$ cat src/rtl/lvds_deser_pkg.sv
package lvds_deser_pkg;
  localparam int SLOTS     = 7;
  localparam int MAX_LANES = 4;
  localparam int MAX_BITS  = SLOTS * MAX_LANES;
  localparam int COLOR_W   = 8;
  localparam int BASE_W    = 6;

  // Clock-lane level per slot, bit k = slot k
  localparam logic [SLOTS-1:0] CLK_PATTERN = 7'b0001111;

  typedef struct packed {
    logic capture;
    logic clear;
  } ctlStrobes_t;

  typedef struct packed {
    logic [COLOR_W-1:0] red;
    logic [COLOR_W-1:0] green;
    logic [COLOR_W-1:0] blue;
    logic               hsync;
    logic               vsync;
    logic               de;
    logic               ctl;
  } pixel_t;

  // Fixed bit map, index = lane*SLOTS + slot
  function automatic pixel_t mapWord(input logic [MAX_BITS-1:0] b, input logic wide);
    pixel_t p;
    p = '0;
    p.red[BASE_W-1:0]   = b[BASE_W-1:0];
    p.green[BASE_W-1:0] = b[2*BASE_W-1:BASE_W];
    p.blue[BASE_W-1:0]  = b[3*BASE_W-1:2*BASE_W];
    p.hsync = b[3*BASE_W];
    p.vsync = b[3*BASE_W+1];
    p.de    = b[3*BASE_W+2];
    if (wide) begin
      p.red[COLOR_W-1:BASE_W]   = b[22:21];
      p.green[COLOR_W-1:BASE_W] = b[24:23];
      p.blue[COLOR_W-1:BASE_W]  = b[26:25];
      p.ctl = b[27];
    end
    return p;
  endfunction
endpackage

$ cat src/rtl/lvds_deser_ctrl.sv
module lvds_deser_ctrl
  import lvds_deser_pkg::*;
#(
  parameter int LOCK_PERIODS = 3
) (
  input  logic        clk,
  input  logic        rstN,
  input  logic        pwrDnN,
  input  logic        clkLane,
  output ctlStrobes_t strobes,
  output logic        locked,
  output logic        pixStrobe
);
  localparam int CNT_W = $clog2(SLOTS + 2);
  localparam int RUN_W = (LOCK_PERIODS < 2) ? 1 : $clog2(LOCK_PERIODS + 1);
  localparam logic [CNT_W-1:0] CNT_FULL = CNT_W'(SLOTS);
  localparam logic [CNT_W-1:0] CNT_SAT  = CNT_W'(SLOTS + 1);
  localparam logic [CNT_W-1:0] STB_LAST = CNT_W'((SLOTS - 1) / 2);
  localparam logic [RUN_W-1:0] RUN_MAX  = RUN_W'(LOCK_PERIODS);

  logic [SLOTS-1:0] clkHist;
  logic [CNT_W-1:0] slotCnt, slotCntNext;
  logic [RUN_W-1:0] goodRun;
  logic edgeSeen, goodPeriod, lockedNext;

  always_comb begin
    edgeSeen   = pwrDnN && !clkHist[SLOTS-1] && clkLane;
    goodPeriod = edgeSeen && (slotCnt == CNT_FULL) && (clkHist == CLK_PATTERN);
    if (edgeSeen)                slotCntNext = CNT_W'(1);
    else if (slotCnt == CNT_SAT) slotCntNext = slotCnt;
    else                         slotCntNext = slotCnt + CNT_W'(1);
    lockedNext = locked;
    if (goodPeriod)    lockedNext = (int'(goodRun) + 1) >= LOCK_PERIODS;
    else if (edgeSeen) lockedNext = 1'b0;
    strobes.capture = goodPeriod && lockedNext;
    strobes.clear   = !pwrDnN;
  end

  always_ff @(posedge clk or negedge rstN) begin
    if (!rstN) begin
      clkHist   <= '0;
      slotCnt   <= '0;
      goodRun   <= '0;
      locked    <= 1'b0;
      pixStrobe <= 1'b0;
    end else if (!pwrDnN) begin
      clkHist   <= '0;
      slotCnt   <= '0;
      goodRun   <= '0;
      locked    <= 1'b0;
      pixStrobe <= 1'b0;
    end else begin
      clkHist <= {clkLane, clkHist[SLOTS-1:1]};
      slotCnt <= slotCntNext;
      if (goodPeriod)    goodRun <= (goodRun == RUN_MAX) ? goodRun : goodRun + RUN_W'(1);
      else if (edgeSeen) goodRun <= '0;
      locked    <= lockedNext;
      pixStrobe <= lockedNext && (slotCntNext != '0) && (slotCntNext <= STB_LAST);
    end
  end


  pd_unlock_chk: assert property (@(posedge clk) disable iff (!rstN)
    !pwrDnN |=> (!locked && !pixStrobe));

  strobe_after_capture_chk: assert property (@(posedge clk) disable iff (!rstN)
    strobes.capture |=> pixStrobe);

  lock_after_good_chk: assert property (@(posedge clk) disable iff (!rstN)
    $rose(locked) |-> $past(goodPeriod));
endmodule

$ cat src/rtl/lvds_deser_datapath.sv
module lvds_deser_datapath
  import lvds_deser_pkg::*;
#(
  parameter int NUM_LANES = 4
) (
  input  logic                 clk,
  input  logic                 rstN,
  input  logic [NUM_LANES-1:0] serIn,
  input  ctlStrobes_t          strobes,
  output pixel_t               pixOut
);
  localparam logic WIDE = (NUM_LANES == MAX_LANES);

  logic [MAX_BITS-1:0] flatWord;

  for (genvar g = 0; g < NUM_LANES; g++) begin : gLane
    logic [SLOTS-1:0] sr;
    always_ff @(posedge clk or negedge rstN) begin
      if (!rstN) sr <= '0;
      else       sr <= {serIn[g], sr[SLOTS-1:1]};
    end
    assign flatWord[g*SLOTS +: SLOTS] = sr;
  end

  for (genvar g = NUM_LANES; g < MAX_LANES; g++) begin : gIdle
    assign flatWord[g*SLOTS +: SLOTS] = '0;
  end

  always_ff @(posedge clk or negedge rstN) begin
    if (!rstN)                pixOut <= '0;
    else if (strobes.clear)   pixOut <= '0;
    else if (strobes.capture) pixOut <= mapWord(flatWord, WIDE);
  end


  pd_clear_chk: assert property (@(posedge clk) disable iff (!rstN)
    strobes.clear |=> (pixOut == '0));

  word_hold_chk: assert property (@(posedge clk) disable iff (!rstN)
    (!strobes.capture && !strobes.clear) |=> $stable(pixOut));
endmodule

$ cat src/rtl/lvds_pixel_deser.sv
module lvds_pixel_deser
  import lvds_deser_pkg::*;
#(
  parameter int NUM_LANES    = 4,
  parameter int LOCK_PERIODS = 3
) (
  input  logic                 clk,
  input  logic                 rstN,
  input  logic                 pwrDnN,
  input  logic                 clkLane,
  input  logic [NUM_LANES-1:0] serIn,
  output logic [COLOR_W-1:0]   red,
  output logic [COLOR_W-1:0]   green,
  output logic [COLOR_W-1:0]   blue,
  output logic                 hsync,
  output logic                 vsync,
  output logic                 de,
  output logic                 ctl,
  output logic                 pixStrobe,
  output logic                 locked
);
  ctlStrobes_t strobes;
  pixel_t      pixWord;

  lvds_deser_ctrl #(.LOCK_PERIODS(LOCK_PERIODS)) uCtrl (
    .clk(clk), .rstN(rstN), .pwrDnN(pwrDnN), .clkLane(clkLane),
    .strobes(strobes), .locked(locked), .pixStrobe(pixStrobe)
  );

  lvds_deser_datapath #(.NUM_LANES(NUM_LANES)) uData (
    .clk(clk), .rstN(rstN), .serIn(serIn), .strobes(strobes), .pixOut(pixWord)
  );

  assign red   = pixWord.red;
  assign green = pixWord.green;
  assign blue  = pixWord.blue;
  assign hsync = pixWord.hsync;
  assign vsync = pixWord.vsync;
  assign de    = pixWord.de;
  assign ctl   = pixWord.ctl;
endmodule

$ cat config.mk
export PLATFORM = sky130hd
export DESIGN_NAME = lvds_pixel_deser
export DESIGN_NICKNAME = d
export VERILOG_FILES = /design/src/rtl/lvds_deser_pkg.sv /design/src/rtl/lvds_deser_ctrl.sv /design/src/rtl/lvds_deser_datapath.sv /design/src/rtl/lvds_pixel_deser.sv
export SDC_FILE = /design/constraint.sdc
export NUM_CORES = 1
export LEC_CHECK = 0
export ABC_AREA = 1
export BUFFER_PORTS_ARGS = -buffer_cell sky130_fd_sc_hd__buf_4
export CAP_MARGIN = 20
export CELL_PAD_IN_SITES_DETAIL_PLACEMENT = 0
export CELL_PAD_IN_SITES_GLOBAL_PLACEMENT = 1
export CORE_UTILIZATION = 40
export DETAILED_ROUTE_END_ITERATION = 12
export PLACE_DENSITY = 0.71
export SYNTH_ARGS = -nofsm -noshare
export SYNTH_HDL_FRONTEND = slang
export SYNTH_SLANG_ARGS = --single-unit
export TNS_END_PERCENT = 30
$ cat constraint.sdc
create_clock -name clk -period 2.2 [get_ports clk]
set_clock_uncertainty 0.05 [all_clocks]
set_input_delay 0 -clock clk [delete_from_list [all_inputs] [get_ports clk]]
set_output_delay 0 -clock clk [all_outputs]
set_load 0.02 [all_outputs]
Word-level counts from Yosys, hierarchy flattened
Index checks and enable logic that the tools add are counted.

Bits of input ports: 8. Bits in read-only memories: 0. Bits in latches: 0. Register bits: 71. Memories: 0. RAM bits: 0. Word-level logic and storage cells: 52.

Bitwise gates (word level): 0. Reductions and logical operators: 10. Shifts and indexed selects: 0. Mux-type cells: 14. $add $sub $neg: 3. Magnitude comparators: 2. Divide/modulo/power cells: 0. Multiply operators: 0. Equality and inequality tests: 7.

Operators by type and width (number): 28-bit 2-to-1 mux (2); 32-bit by 3-bit greater-or-equal comparator with 1-bit output (second input constant) (1); 4-bit 2-to-1 mux (3); 2-bit 2-to-1 mux (4); 7-bit by 4-bit equality test with 1-bit output (second input constant) (1); 1-bit logical AND (7); 7-bit 2-to-1 mux (1); 4-bit by 1-bit adder with 4-bit output (second input constant) (1); 4-bit by 3-bit equality test with 1-bit output (second input constant) (1); 4-bit equality test (second input constant) (1); 4-bit by 2-bit <= comparator with 1-bit output (second input constant) (1); 1-bit 2-to-1 mux (4); 4-bit nonzero test (1); 2-bit by 1-bit adder with 3-bit output (second input constant) (1); 3-bit by 1-bit inequality test with 1-bit output (second input constant) (1); 3-bit inequality test (second input constant) (1); 2-bit by 1-bit adder with 2-bit output (second input constant) (1); 2-bit equality test (second input constant) (1); 2-bit by 1-bit inequality test with 1-bit output (second input constant) (1); 2-bit AND reduction (1); 1-bit zero test (1).

Depth between registers and ports, before layout
Gate-level depths: netlist of run 1.

Word-level depth: 9. Depth in mapped cells: 9. Depth with buffers taken out: 9.

By module
Synthesis of run 1 repeated with hierarchy kept, for this count alone.

Cell total of the unflattened synthesis: 253. Area, all modules: 2727.6 um^2.

By module, submodules not included: lvds_deser_datapath (cells an instance 149, area an instance 1904.3 um^2, instances 1, sequential area each 1401.3 um^2); lvds_deser_ctrl (cells an instance 104, area an instance 823.3 um^2, instances 1, sequential area each 375.4 um^2).

Worst setup path after synthesis of run 1
No wires, ideal clock.

Kind: reg-to-reg. From: register uCtrl.goodRun[0]. To: register uData.pixOut[10] (netlist bit). Setup time: 118 ps. Setup slack: 647 ps. Data arrival time: 1385 ps. Required time: 2032 ps. Cell stages (with the launch flop): 8. Period minus slack after synthesis: 1553 ps. Path buffers: 2. Cells stage by stage: dfrtp_1 -> inv_1 -> ha_1 -> or2_2 -> buf_2 -> buf_1 -> nand3_1 -> nand2_1.

Word-level cells in the longest chain between the ends: 5.

RTL lines: from (decl) (RTL line lvds_deser_ctrl.sv:23) `logic [RUN_W-1:0] goodRun;`; from (signal assigned) (RTL line lvds_deser_ctrl.sv:55) `if (goodPeriod) goodRun <= (goodRun == RUN_MAX) ? goodRun : goodRun + RUN_W'(1);`; 2-bit by 1-bit adder with 3-bit output (RTL line lvds_deser_ctrl.sv:33) `if (goodPeriod) lockedNext = (int'(goodRun) + 1) >= LOCK_PERIODS;`; 32-bit by 3-bit greater-or-equal comparator with 1-bit output (RTL line lvds_deser_ctrl.sv:33); 1-bit 2-to-1 mux (RTL line lvds_deser_ctrl.sv:33); 1-bit logical AND (RTL line lvds_deser_ctrl.sv:35) `strobes.capture = goodPeriod && lockedNext;`; 2-bit by 1-bit inequality test with 1-bit output (no source line); to (signal assigned) (RTL line lvds_deser_datapath.sv:32) `else if (strobes.capture) pixOut <= mapWord(flatWord, WIDE);`; to (decl) (RTL line lvds_deser_datapath.sv:10) `output pixel_t pixOut`.

No other way between the ends. A chain may end at the register's enable or synchronous reset.

Final worst setup path of run 1
From: register uCtrl.goodRun[0]. To: register uCtrl.pixStrobe.

Word-level cells in the longest chain between the ends: 6.

RTL lines: 2-bit by 1-bit adder with 3-bit output (RTL line lvds_deser_ctrl.sv:33); 32-bit by 3-bit greater-or-equal comparator with 1-bit output (RTL line lvds_deser_ctrl.sv:33); 1-bit 2-to-1 mux (RTL line lvds_deser_ctrl.sv:33); 1-bit logical AND (2 in a row) (RTL line lvds_deser_ctrl.sv:58) `pixStrobe <= lockedNext && (slotCntNext != '0) && (slotCntNext <= STB_LAST);`; 1-bit 2-to-1 mux (RTL line lvds_deser_ctrl.sv:46) `end else if (!pwrDnN) begin`; to (signal assigned) (RTL line lvds_deser_ctrl.sv:58); to (decl) (RTL line lvds_deser_ctrl.sv:12) `output logic pixStrobe`.

No other way between the ends.

==> flow_metrics.tcl, run 1 <==
set metrics [dict create \
    post-cts-setup-buffer-count 0 \
    fmaxAchievable_mhz 608 \
    worstPathMaxFanout 16 \
    detail_route.wirelength_mm 5.17 \
    chip_width_um 84.8 \
    place_inst 367 \
    pre_cts_slack_ns 0.564 \
    tightestPinTransition_ns 0.868 \
    layout_cell_share_with_drive_strength_beyond_1 0.234 \
    synthesis.nets 274 \
    routed-via-count 1853 \
    fin_crit_sh 0.748 \
    cts_buffers 9 \
    p_leak_nw 1.80 \
    type_of_destination_of_the_critical_path "register" \
    critical_path_required_ns 2.38 \
    finish.net_count 321 \
    run_status "complete, no violations" \
    drc 0 \
    yosys_register_bits 71 \
    post-synth-top-count-cell "dfrtp_1" \
    powerDensity_nw_per_um2 711 \
    synthToLayoutAreaGrowth_pct 20.7 \
    main_flop_type_after_synthesis "dfrtp_1" \
    die_height_um 84.8 \
    design.portCount 38 \
    hold_path.class "primary input to register" \
    grt_antenna_before_repair 0 \
    placed_cell_area_um2 3070 \
    number_of_instances_in_the_synthesized_netlist 261 \
    cts.htree.levels 3 \
    max_cap_viol_count 0 \
    routed_wire_per_std_cell_um 13.3 \
    post_cts_resized 0 \
    viasPerCell 4.76 \
    hold_viol 0 \
    top_area_cells_in_the_synthesized_netlist "dfrtp_1 (65%), nand3_1 (10%), nand2_1 (7.9%), nand3_2 (3.6%), inv_1 (3.4%)" \
    grt.overflow.total 0 \
    number_of_library_cell_types_mapped_by_synthesis 19 \
    clock_transition_at_the_register_clock_pins_on_the_worst_setup_and_hold_paths_after_cts_ns 0.07 \
    finalWorstSetupSlack_ns 0.554 \
    postLayoutCellArea_um2 3310 \
    clock_path_buffers 2 \
    worst_hold_slack_ns 0.0336 \
    grt_util_all_layers 0.166 \
    drtIter0Drc 107 \
    relSlewSlack 0.422 \
    synth-async-reset-ratio 1.00 \
    min_period_ns 1.65 \
    kind_of_start_point_of_the_critical_path "register" \
    ys.warnings.count 0 \
    timing.final.max_slew_violations 0 \
    footprint_of_the_multi_input_gates_um2 791 \
    vias_in_the_first_global_route 1913 \
    critPathKind "register to register" \
    syn-cell-area_um2 2740 \
    buffer_ports.inserted 37 \
    rsz0062_at_grt "no" \
    ys_seq_area_frac 0.648 \
    vdd_ir_drop_max_uv 414 \
    starting_utilization_of_the_core_area 0.422 \
    die_area_um2 7200 \
    clock-sinks 71 \
    worst_ep_arrival_time_ns 1.82 \
    antenna_violating_nets_post_route 0 \
    n_fill_cell 620 \
    first_pass_iters 8 \
    cts.root.buffer_cell "clkbuf_8" \
    layoutNonFillerInstCount 389 \
    core_region_area_um2 6490 \
    synth_largest_area_cell "dfrtp_1" \
    clk_latency_ns 0.34 \
    ys_top_cells_by_count "dfrtp_1 (71), nand2_1 (58), nand3_1 (55), inv_1 (25), nor2_1 (13)" \
    gp_routability_congestion 0.738 \
    grt_start_max_net_pins 72 \
    cts_tree "yes" \
    setup_viol 0 \
    netlist.area_leader.share 0.648 \
    syn_avg_cell_area_um2 10.5 \
    layout.area.seq_um2 1780 \
    setup_total_negative_slack_ns 0 \
    core.rowCount 29 \
    synth-edff-count 0 \
    postCtsHoldBufs 7 \
    num_antenna_cells 0 \
    hpwlAfterDp_mm 3.21 \
    wire_length_of_the_first_global_routing_pass_mm 9.00 \
]
-- power by group --
group	switching [W]	internal (W)
registers	0.0000210	0.00134
clock network	0.000469	0.000433
logic	0.0000640	0.0000304
-- per-layer routing --
layer  GRT usage  part of all wire  vias up
met5           0                 0        -
met4      0.0863             0.021        0
met1       0.223              0.50      877
met2       0.245              0.44       39
li1            -                 -      929
met3      0.0516             0.038        8
-- cell type report --
cell class	instances	area share
clock buffer	10	0.0416
clock inverter	5	0.0106
inverter	26	0.0295
multi-input combinational	152	0.239
sequential	71	0.536
tap	77	0.0291
timing repair buffer	48	0.114
-- cell families after synthesis --
family,share of synthesized area
adders and majority gates,0.0228
DFF,0.648
and+or+nand+nor,0.265
buffers and inverters,0.0643
-- worst max-delay path, cell delays in order, from the launching register on --
cell	delay (ns)
dfrtp_1	0.39
inv_1	0.07
ha_1	0.19
or2_2	0.30
nand3_1	0.11
buf_4	0.25
nand2_2	0.09
inv_2	0.06
nor2_1	0.04
-- state kept, by name, indices dropped and copies added (netlist names) --
signal and count:
uCtrl.pixStrobe 1, uCtrl.locked 1, uCtrl.slotCnt 4, uData.pixOut 28, uCtrl.clkHist 7, uData.gLane.sr 28
uCtrl.goodRun 2
-- worst paths after layout --
path	start	to	slack, ns	cells after the start
worst min register to register	uData.gLane[1].sr[4]	uData.gLane[1].sr[3]	0.33	0
worst max register to register	uCtrl.goodRun[0]	uCtrl.pixStrobe	0.55	8
max in group asynchronous	rstN	uCtrl.pixStrobe	1.26	2
min in group asynchronous	rstN	uCtrl.slotCnt[3]	0.25	2
worst min-delay path	pwrDnN	uCtrl.slotCnt[1]	0.03	4
worst max-delay path	uCtrl.goodRun[0]	uCtrl.pixStrobe	0.55	8
-- placed cells by master, fill, tap and decap left out --
master,Yosys,layout
and2_2,1,1
buf_4,1,41
clkbuf_8,0,10
clkinv_2,0,2
clkinv_4,0,2
clkinvlp_4,0,1
dfrtp_1,71,71
dlygate4sd3_1,0,7
ha_1,5,5
inv_1,25,25
inv_2,1,1
nand2_1,58,58
nand2_2,1,1
nand3_1,55,55
nand3_2,10,10
nand3_4,1,1
nand4_1,5,5
nor2_1,13,13
nor2_2,1,1
nor2_4,1,1
or2_2,1,1
-- through the flow --
stage	total power (W)	utilization
after floorplan	0.00142	-
after global placement	0.00147	0.473
after detailed placement	0.00147	0.473
after CTS	0.00239	0.510
after global routing	0.00248	0.510
final	0.00235	0.510
No activity file was read; power rests on OpenSTA's default activity.
==> inputs of run 2 (changes only) <==
--- a/config.mk
+++ b/config.mk
@@ -12,7 +12,7 @@
 export CELL_PAD_IN_SITES_GLOBAL_PLACEMENT = 1
 export CORE_UTILIZATION = 40
 export DETAILED_ROUTE_END_ITERATION = 12
-export PLACE_DENSITY = 0.71
+export PLACE_DENSITY = 0.74
 export SYNTH_ARGS = -nofsm -noshare
 export SYNTH_HDL_FRONTEND = slang
 export SYNTH_SLANG_ARGS = --single-unit
==> constraint.sdc (replaced) <==
create_clock -name clk -period 1.5 [get_ports clk]
set_clock_uncertainty 0.05 [all_clocks]
set_input_delay 0 -clock clk [delete_from_list [all_inputs] [get_ports clk]]
set_output_delay 0 -clock clk [all_outputs]
set_load 0.02 [all_outputs]
==> flow_metrics.tcl, run 2 (synthesized netlist as in run 1, its figures left out) <==
set metrics [dict create \
    run_status "finished, violations left" \
    violations "DRC" \
    synthToLayoutAreaGrowth_pct 30.9 \
    setup_total_negative_slack_ns 0 \
    kind_of_start_point_of_the_critical_path "register" \
    min_period_ns 1.47 \
    tightestPinTransition_ns 0.489 \
    wire_length_of_the_first_global_routing_pass_mm 9.10 \
    core_region_area_um2 6490 \
    gp_routability_congestion 0.752 \
    relSlewSlack 0.674 \
    drc 1 \
    grt_met3_usage 0.0331 \
    finish.net_count 336 \
    clock-sinks 71 \
    drtIter0Drc 104 \
    buffer_ports.inserted 37 \
    finish.utilization 0.553 \
    vias_in_the_first_global_route 1849 \
    grt_util_all_layers 0.167 \
    design.portCount 38 \
    worst_ep_arrival_time_ns 1.70 \
    cts.htree.levels 3 \
    layout_commonest_cell "dfrtp_1" \
    clock_path_buffers 2 \
    grt_antenna_before_repair 0 \
    globalRouteMet1Util 0.230 \
    fmaxAchievable_mhz 680 \
    die_area_um2 7200 \
    timing.final.max_slew_violations 0 \
    vdd_ir_drop_max_uv 614 \
    clock_transition_at_the_register_clock_pins_on_the_worst_setup_and_hold_paths_after_cts_ns 0.07 \
    cts_tree "yes" \
    slowest_stage "dfrtp_1" \
    routed-via-count 1960 \
    viasPerCell 4.84 \
    layout_cell_share_with_drive_strength_beyond_1 0.290 \
    antenna_violating_nets_post_route 0 \
    p_leak_nw 1.93 \
    detail_route.wirelength_mm 5.54 \
    num_antenna_cells 0 \
    core.rowCount 29 \
    cts_buffers 9 \
    hold_path.class "primary input to register" \
    chip_width_um 84.8 \
    grt_start_max_net_pins 40 \
    rsz0062_at_grt "yes" \
    setup_viol 0 \
    worst_path_largest_cell_delay_ns 0.39 \
    hold_viol 0 \
    type_of_destination_of_the_critical_path "register" \
    biggestRegsByFlops "uData.gLane.sr (28), uData.pixOut (28), uCtrl.clkHist (7)" \
    grt-busiest-layer "met2" \
    routed_wire_per_std_cell_um 13.7 \
    n_fill_cell 582 \
    grt.overflow.total 0 \
    critical_path_required_ns 1.73 \
    worstPathMaxFanout 6 \
    starting_utilization_of_the_core_area 0.422 \
    first_pass_iters 10 \
    crit_path_cell_trace "inv_2, ha_1, or2_4, nand3_4, clkbuf_16, nand3_1, nand2_1" \
    clk_latency_ns 0.33 \
    hpwlAfterDp_mm 3.34 \
    powerDensity_nw_per_um2 1020 \
    die_height_um 84.8 \
    most-common-layout-cells "dfrtp_1 (71), nand2_1 (58), nand3_1 (54)" \
    cts.root.buffer_cell "clkbuf_8" \
    fin_crit_sh 0.981 \
    max_cap_viol_count 0 \
    globalRouteMet2Util 0.255 \
    critPathKind "register to register" \
]
==> run 2: through the flow <==
stage	hold WS [ns]	instances	worst slack, ns	power [W]	area (um2)
floorplan	-0.346	261	-0.00184	0.00208	2750
global placement	-0.116	378	-0.0528	0.00217	3190
detailed placement	-0.115	378	-0.0819	0.00218	3190
CTS	0.0254	401	-0.00932	0.00372	3470
global route	0.0519	405	-0.0602	0.00381	3590
finish	0.0412	405	0.0285	0.00367	3590
==> run 2: path summary, 6_finish.rpt <==
path                                            from              endpoint  slack (ns)  cells past startpoint
worst min-delay path                          pwrDnN      uCtrl.goodRun[0]        0.04                      5
worst max-delay path                uCtrl.goodRun[0]      uData.pixOut[27]        0.03                      7
max in group asynchronous                       rstN      uData.pixOut[19]        0.81                      3
worst min register to register  uData.gLane[1].sr[4]  uData.gLane[1].sr[3]        0.33                      0
worst max register to register      uCtrl.goodRun[0]      uData.pixOut[27]        0.03                      7
min in group asynchronous                       rstN  uData.gLane[2].sr[6]        0.07                      2
==> run 2: power breakdown <==
part           leakage (nW)  switching (W)  internal (W)
Combinational         0.910       0.000103     0.0000619
Sequential            0.923      0.0000280       0.00196
Clock                0.0973       0.000732      0.000780
Total                  1.93       0.000863       0.00280
==> run 2: final cells by class <==
cell class	instances	area, um2	area share
tap	77	96.3	0.0268
timing repair buffer	63	596	0.166
inverter	26	97.6	0.0272
sequential	71	1780	0.495
clock buffer	10	128	0.0355
multi-input combinational	152	830	0.231
clock inverter	6	68.8	0.0192
==> run 2: worst max-delay path, delay by kind of cell (launching register included) <==
kind          cells  cell delay, ns
buf+inv           2            0.23
flops             1            0.39
fa+ha+maj         1            0.19
simple gates      4            0.55
==> run 2: routing by layer <==
layer / wire length (um) / share of wire
met1: 2750 / 0.50
met2: 2580 / 0.47
met3: 130 / 0.023
met4: 83 / 0.015
met5: 0 / 0
==> run 2: repair_timing <==
| item | in CTS | in global routing |
|---|---|---|
| pin swaps | 0 | 10 |
| endpoints found under the hold margin | 76 | 0 |
| resized for setup | 3 | 12 |
| setup endpoints to repair | 28 | 31 |
| buffers inserted | 0 | 0 |
| hold buffers | 7 | 0 |
| gates cloned | 0 | 4 |
==> inputs of run 3 (changes only) <==
--- a/config.mk
+++ b/config.mk
@@ -8,7 +8,7 @@
 export ABC_AREA = 1
 export BUFFER_PORTS_ARGS = -buffer_cell sky130_fd_sc_hd__buf_4
 export CAP_MARGIN = 20
-export CELL_PAD_IN_SITES_DETAIL_PLACEMENT = 0
+export CELL_PAD_IN_SITES_DETAIL_PLACEMENT = 1
 export CELL_PAD_IN_SITES_GLOBAL_PLACEMENT = 1
 export CORE_UTILIZATION = 40
 export DETAILED_ROUTE_END_ITERATION = 12
==> flow_metrics.tcl, run 3 (synthesized netlist as in run 1, its figures left out) <==
set metrics [dict create \
    run_status "finished, violations left" \
    violations "DRC, setup timing" \
    core_region_area_um2 6490 \
    slowest_stage "dfrtp_1" \
    powerDensity_nw_per_um2 968 \
    rsz0062_at_grt "yes" \
    core.rowCount 29 \
    worst-r2r-cell-count 8 \
    worst_hold_slack_ns 0.0586 \
    layout_cell_share_with_drive_strength_beyond_1 0.349 \
    seqPwrFrac 0.565 \
    buffer_ports.inserted 37 \
    netSwitchingPower_w 0.000869 \
    wire_length_of_the_first_global_routing_pass_mm 10.9 \
    vias_in_the_first_global_route 2210 \
    grt.overflow.total 0 \
    die_area_um2 7200 \
    timing.reg2reg.setup_slack_ns -0.003 \
    clock_path_buffers 2 \
    fin_crit_sh 1.00 \
    design.portCount 38 \
    r2r_start "uCtrl.goodRun[0]" \
    viasPerCell 5.12 \
    synthToLayoutAreaGrowth_pct 32.8 \
    timing.final.max_slew_violations 0 \
    footprint_of_the_multi_input_gates_um2 930 \
    cts.root.buffer_cell "clkbuf_8" \
    most-common-layout-cells "dfrtp_1 (71), nand2_1 (53), buf_4 (48)" \
    placed_cell_area_um2 3190 \
    pre_cts_slack_ns -0.152 \
    min_period_ns 1.50 \
    clock-sinks 71 \
    drc 4 \
    drtIter0Drc 109 \
    n_fill_cell 693 \
    layout_commonest_cell "dfrtp_1" \
    routed_wire_per_std_cell_um 16.3 \
    gp_routability_congestion 0.752 \
    critical_path_required_ns 1.70 \
    hold_viol 0 \
    cell_internal_pwr_w 0.00266 \
    critPathKind "register to register" \
    setup_viol 2 \
    cts_buffers 9 \
    finalWorstSetupSlack_ns -0.00339 \
    p_leak_nw 1.91 \
    timing.critical_path.mode_cell "inv_2" \
    crit_path_cell_trace "inv_2, ha_4, or2_4, nand3_4, buf_8, nand2_2, inv_2, nor2_1" \
    hpwlAfterDp_mm 3.91 \
    rr_endpoint "uCtrl.pixStrobe" \
    grt_antenna_before_repair 0 \
    vdd_ir_drop_max_uv 569 \
    cts_tree "yes" \
    routed-via-count 2068 \
    finish.net_count 336 \
    max_cap_viol_count 0 \
    p_comb_frac 0.050 \
    finalPower_w 0.00353 \
    tightestPinTransition_ns 0.559 \
    clock_transition_at_the_register_clock_pins_on_the_worst_setup_and_hold_paths_after_cts_ns 0.08 \
    worst_path_largest_cell_delay_ns 0.40 \
    postLayoutCellArea_um2 3640 \
    worstPathMaxFanout 10 \
    hold_path.class "primary input to async pin" \
    starting_utilization_of_the_core_area 0.422 \
    antenna_violating_nets_post_route 0 \
    cts.htree.levels 3 \
    grt_util_all_layers 0.201 \
    clk_latency_ns 0.34 \
    setup_total_negative_slack_ns -0.00658 \
    part_of_the_power_in_the_clock_network 0.385 \
    grt_start_max_net_pins 40 \
    chip_width_um 84.8 \
    type_of_destination_of_the_critical_path "register" \
    die_height_um 84.8 \
    fmaxAchievable_mhz 665 \
    relSlewSlack 0.627 \
    biggestRegsByFlops "uData.gLane.sr (28), uData.pixOut (28), uCtrl.clkHist (7)" \
    first_pass_iters 11 \
    detail_route.wirelength_mm 6.58 \
    worst_ep_arrival_time_ns 1.70 \
    layout.area.seq_um2 1780 \
    num_antenna_cells 0 \
    kind_of_start_point_of_the_critical_path "register" \
    swShare 0.246 \
]
-- run 3: repair_timing --
item	CTS	global route
endpoints found under the setup margin	32	31
gates cloned	1	1
gates resized for setup	14	24
hold endpoints to repair	76	0
pin swaps	8	20
hold buffers	7	0
setup buffers	3	1
-- run 3: critical path: cells and delay by family (launching register included) --
family	cells	cell delay, ns
adder cells (fa/ha/maj)	1	0.15
AND/OR/NAND/NOR	4	0.52
buffers and inverters	3	0.28
flip-flops	1	0.40
-- run 3: power groups by stage --
stage	sequential (W)	combinational, W	clock [W]
6_report	0.00199	0.000176	0.00136
5_1_grt	0.00200	0.000200	0.00148
4_1_cts	0.00199	0.000172	0.00139
3_5_place_dp	0.00203	0.000152	0
3_3_place_gp	0.00202	0.000149	0
2_1_floorplan	0.00202	0.0000591	0
-- run 3: area by class of cell --
| class | instances | area share |
|---|---|---|
| Tap cell | 77 | 0.0264 |
| Inverter | 26 | 0.0268 |
| Clock inverter | 5 | 0.00927 |
| Sequential cell | 71 | 0.487 |
| Timing Repair Buffer | 63 | 0.157 |
| Clock buffer | 10 | 0.0378 |
| Multi-Input combinational cell | 152 | 0.255 |
-- run 3: how the worst max path moves through the flow --
stage | startpoint | to | slack (ns) | cells after the start
2_1_floorplan | uCtrl.goodRun[0] | uData.pixOut[16] | -0.002 | 8
3_3_place_gp | uCtrl.goodRun[0] | uCtrl.pixStrobe | -0.05 | 8
3_5_place_dp | uCtrl.goodRun[0] | uCtrl.pixStrobe | -0.15 | 8
4_1_cts | uCtrl.goodRun[0] | uData.pixOut[11] | -0.02 | 7
5_1_grt | uCtrl.slotCnt[1] | uCtrl.goodRun[1] | -0.08 | 9
6_report | uCtrl.goodRun[0] | uCtrl.pixStrobe | -0.003 | 8
-- run 3: layer usage --
layer,GRT usage,up-vias,part of all wire
met5,0,-,0
met4,0.0955,0,0.012
met3,0.0418,7,0.026
met2,0.319,39,0.51
met1,0.267,1067,0.45
li1,-,955,-
-- run 3: per-stage QoR --
step	utilization	std cells
after floorplan	-	261
after global placement	0.491	378
after detailed placement	0.491	378
after CTS	0.547	404
after global routing	0.561	404
final	0.561	404
